### src/rtl/fpx_status_ctrl.sv
module fpx_status_ctrl #(
  parameter int W = 32
) (
  input  logic         clk,
  input  logic         rst_n,
  input  logic         op_valid,
  input  logic         op_invalid,
  input  logic         op_divzero,
  input  logic         op_underflow,
  input  logic         op_overflow,
  input  logic         op_inexact,
  input  logic         sw_wr_en,
  input  logic [W-1:0] sw_wr_data,
  output logic [W-1:0] csr_rdata,
  output logic         data_irq,
  output logic         round_irq,
  output logic         wb_en
);
  localparam int NF = 5;
  localparam int STK_LO = 8;
  localparam int STK_HI = STK_LO + NF - 1;

  logic [NF-1:0] en_q, stk_q;
  logic          dirq_q, rirq_q, wb_q;

  wire implied_inx = (op_underflow & ~en_q[2]) | (op_overflow & ~en_q[3]);
  wire [NF-1:0] eff = op_valid ?
    {op_inexact | implied_inx, op_overflow, op_underflow, op_divzero, op_invalid} : '0;
  wire take_data  = |(eff[3:0] & en_q[3:0]);
  wire take_round = eff[4] & en_q[4];

  wire unused_wr = ^{sw_wr_data[W-1:STK_HI+1], sw_wr_data[STK_LO-1:NF]};

  always_ff @(posedge clk or negedge rst_n) begin
    if (!rst_n) begin
      en_q   <= '0;
      stk_q  <= '0;
      dirq_q <= 1'b0;
      rirq_q <= 1'b0;
      wb_q   <= 1'b0;
    end else begin
      dirq_q <= take_data;
      rirq_q <= take_round;
      wb_q   <= op_valid & ~take_data & ~take_round;
      if (sw_wr_en) en_q <= sw_wr_data[NF-1:0];
      stk_q  <= (sw_wr_en ? sw_wr_data[STK_HI:STK_LO] : stk_q) | eff;
    end
  end

  always_comb begin
    csr_rdata = '0;
    csr_rdata[NF-1:0] = en_q;
    csr_rdata[STK_HI:STK_LO] = stk_q;
  end

  assign data_irq  = dirq_q;
  assign round_irq = rirq_q;
  assign wb_en     = wb_q;
endmodule

### config.mk
export PLATFORM = sky130hd
export DESIGN_NAME = fpx_status_ctrl
export DESIGN_NICKNAME = d
export VERILOG_FILES = /design/src/rtl/fpx_status_ctrl.sv
export SDC_FILE = /design/constraint.sdc
export NUM_CORES = 1
export LEC_CHECK = 0
export BUFFER_PORTS_ARGS = -buffer_cell sky130_fd_sc_hd__buf_2
export CAP_MARGIN = 20
export CORE_UTILIZATION = 31
export CTS_CLUSTER_DIAMETER = 80
export CTS_CLUSTER_SIZE = 25
export DETAILED_ROUTE_END_ITERATION = 6
export GPL_TIMING_DRIVEN = 0
export HOLD_SLACK_MARGIN = 0.02
export PLACE_DENSITY = 0.88
export SLEW_MARGIN = 20
export SYNTH_ARGS = -nofsm -noshare
export SYNTH_HDL_FRONTEND = slang
export SYNTH_SLANG_ARGS = --single-unit
### constraint.sdc
create_clock -name clk -period 1 [get_ports clk]
set_input_delay 0.2 -clock clk [delete_from_list [all_inputs] [get_ports clk]]
set_output_delay 0.2 -clock clk [all_outputs]
set_load 0.1 [all_outputs]
==> flow_summary_export.csv <==
group,metric,value,unit
finish,final_cell_mix,"22 x buf_4, 22 x conb_1, 19 x buf_2, 9 x buf_12, 7 x dfrtp_4",
detailed_routing,route.detailed.drc,0,
finish,fin_cells,149,
yosys,synth_compound_area_frac,0.1233,
critical_path,critPathCaptureType,"output port",
sta,rsz0062_at_grt,"true",
cts,htree_levels,1,
critical_path,path_delay_family,"flip-flops",
run_status,status,"finished, violations left",
finish,fin_nets,163,
sta,setup_viol,16,
finish,antenna_cells,0,
sta,hold_ws,0.1475,ns
detailed_routing,vias_per_cell,3.946,
cts,worstSkewPairLatency,0.27,ns
floorplanning,ios,76,
yosys,synthMuxAreaShare,0.09201,
pwr,powerDensity,1717,nW/um^2
cts,numCtsBuffers,3,
floorplanning,core_area,2191,um^2
placed_design,place_inst,143,
global_route,grt_pass1_wl,2697,um
sta,setup_tns,-1.728,ns
cts,clockBufferDepth,2,
cts,cts_tree,"built",
critical_path,crit_path_max_fanout,4,
critical_path,start_kind,"flip-flop",
run_status,violations,"setup timing",
placed_design,numPortBuffers,31,
floorplanning,row_count,17,
detailed_routing,wl_per_cell,11.77,um
pwr,power.total,2172,uW
floorplanning,die_y,50.22,um
global_route,grt_max_degree,14,
detailed_routing,postRouteAntennaNets,0,
pwr,peakVddDrop,0.8291,mV
critical_path,worstPathRequired,0.80,ns
detailed_routing,wl,1754,um
sta,clock_skew,0.0005200,ns
global_route,antenna_found_initial,0,
floorplanning,die_area,2522,um^2
critical_path,crit_chain,"buf_12",
cts,cts.sinks,13,
yosys,ys_ff_latch,13,
yosys,synth_cell_types,17,
critical_path,arrival,0.98,ns
critical_path,critical_path.max_stage_delay,0.53,ns
sta,drv_slew,0,
global_route,grt_pass1_vias,587,
floorplanning,start_util,0.3290,
detailed_routing,drt-initial-drc-count,8,
yosys,avgSynthCellArea,11.44,um^2
critical_path,cp_slowest_cell,"dfrtp_4",
worst_hold_path,hp-class,"in2reg",
yosys,synthAdderAreaFrac,0,
global_route,track_usage,0.1490,
yosys,synth_top_family_by_area,"buffers and inverters",
cts,root_buffer,"clkbuf_4",
critical_path,crit_type,"reg2out",
yosys,synth_simple_gate_area_frac,0.08160,
detailed_routing,vias,588,
detailed_routing,first_pass_iters,4,
global_route,grt_overflow,0,
placed_design,place_area,1025,um^2
sta,period_share,1.185,
run,drv_cap,0,
sta,period_needed,1.185,ns
placed_design,gp_congestion,0.7125,
sta,final.setup.worst_slack,-0.1845,ns
yosys,syn_inst,63,
yosys,synth_warnings,0,
cts,clkTransAtPathRegs,0.08,ns
floorplanning,die-width,50.22,um
yosys,synthXorXnorAreaFrac,0,
pwr,leakagePower,0.0006518,uW
sta,final-hold-violation-count,0,
yosys,yosysSeqAreaShare,0.4514,
finish,finish.instance_area,1265,um^2
yosys,netlist_area,720.7,um^2
sta,fmax,0.8442,GHz
critical_path,crit_buf_inv,1,
finish,syn_to_final_growth,75.52,%
finish,drive_above_1_share,0.6777,
==> cell usage after synthesis, drive strengths merged <==
master | instances | area (um^2)
a221o | 2 | 20.02
a22oi | 4 | 30.03
and2 | 1 | 6.260
buf | 23 | 170.2
conb | 1 | 3.750
dfrtp | 13 | 325.3
inv | 2 | 7.510
mux2 | 5 | 56.30
mux2i | 1 | 10.01
nand2 | 2 | 7.510
nor2b | 4 | 32.53
nor3b | 1 | 12.51
o21ai | 2 | 10.01
o311a | 1 | 21.27
o31ai | 1 | 7.510
==> power breakdown <==
part / total (uW) / switching, uW / internal (uW)
Clock: 330 / 175 / 155
Combinational: 1180 / 844 / 335
Sequential: 663 / 65.8 / 597
==> worst paths after layout <==
| kind | from | endpoint | slack [ns] | cells past startpoint |
|---|---|---|---|---|
| max | en_q[3] | csr_rdata[3] | -0.18 | 1 |
| max reg2reg | en_q[2] | wb_en | -0.11 | 3 |
| min reg2reg | stk_q[4] | stk_q[4] | 0.52 | 2 |
| min | sw_wr_data[12] | stk_q[4] | 0.15 | 3 |
| max in group asynchronous | rst_n | en_q[1] | 0.40 | 2 |
| min in group asynchronous | rst_n | en_q[4] | 0.34 | 2 |
==> flip-flops by register name (all words and copies together), names as in the netlist <==
register	count
data_irq	1
en_q	5
round_irq	1
stk_q	5
wb_en	1
==> layout make-up <==
cell class | instances | area [um^2]
clock buffers | 4 | 26.28
plain buffers | 23 | 170.2
multi-input cells | 46 | 324.1
inverters | 2 | 7.507
well taps | 28 | 35.03
repair buffers | 33 | 344.1
flip-flops and latches | 13 | 357.8
fillers | 199 | 925.9
==> cells by family (layout without fill, tap and decap cells) <==
logic type,after synthesis,count (layout)
AO/OA/AOI/OAI,10,10
AND/OR/NAND/NOR,8,8
other,1,22
flip-flops,13,13
buffers and inverters,25,62
multiplexers,6,6
==> routing by layer <==
layer / GRT usage / wire [um]
met5: 0 / 0
met1: 0.1581 / 634
met2: 0.2689 / 984
met4: 0.07143 / 15
met3: 0.03939 / 119
==> what timing repair did <==
| action | in CTS | in global routing |
|---|---|---|
| endpoints found under the hold margin | 13 | 0 |
| setup buffers | 1 | 0 |
| setup endpoints to repair | 15 | 19 |
| hold buffers | 1 | 0 |
| resized for setup | 45 | 8 |
| pin swaps | 2 | 0 |
==> per-stage QoR <==
step             util  setup slack, ns
2_1_floorplan       -          -0.2699
3_3_place_gp   0.4677         -0.06405
3_5_place_dp   0.4677          -0.1024
4_1_cts        0.5625          -0.1897
5_1_grt        0.5774          -0.2045
6_report       0.5774          -0.1845
Power figures use the tool's default switching activity.
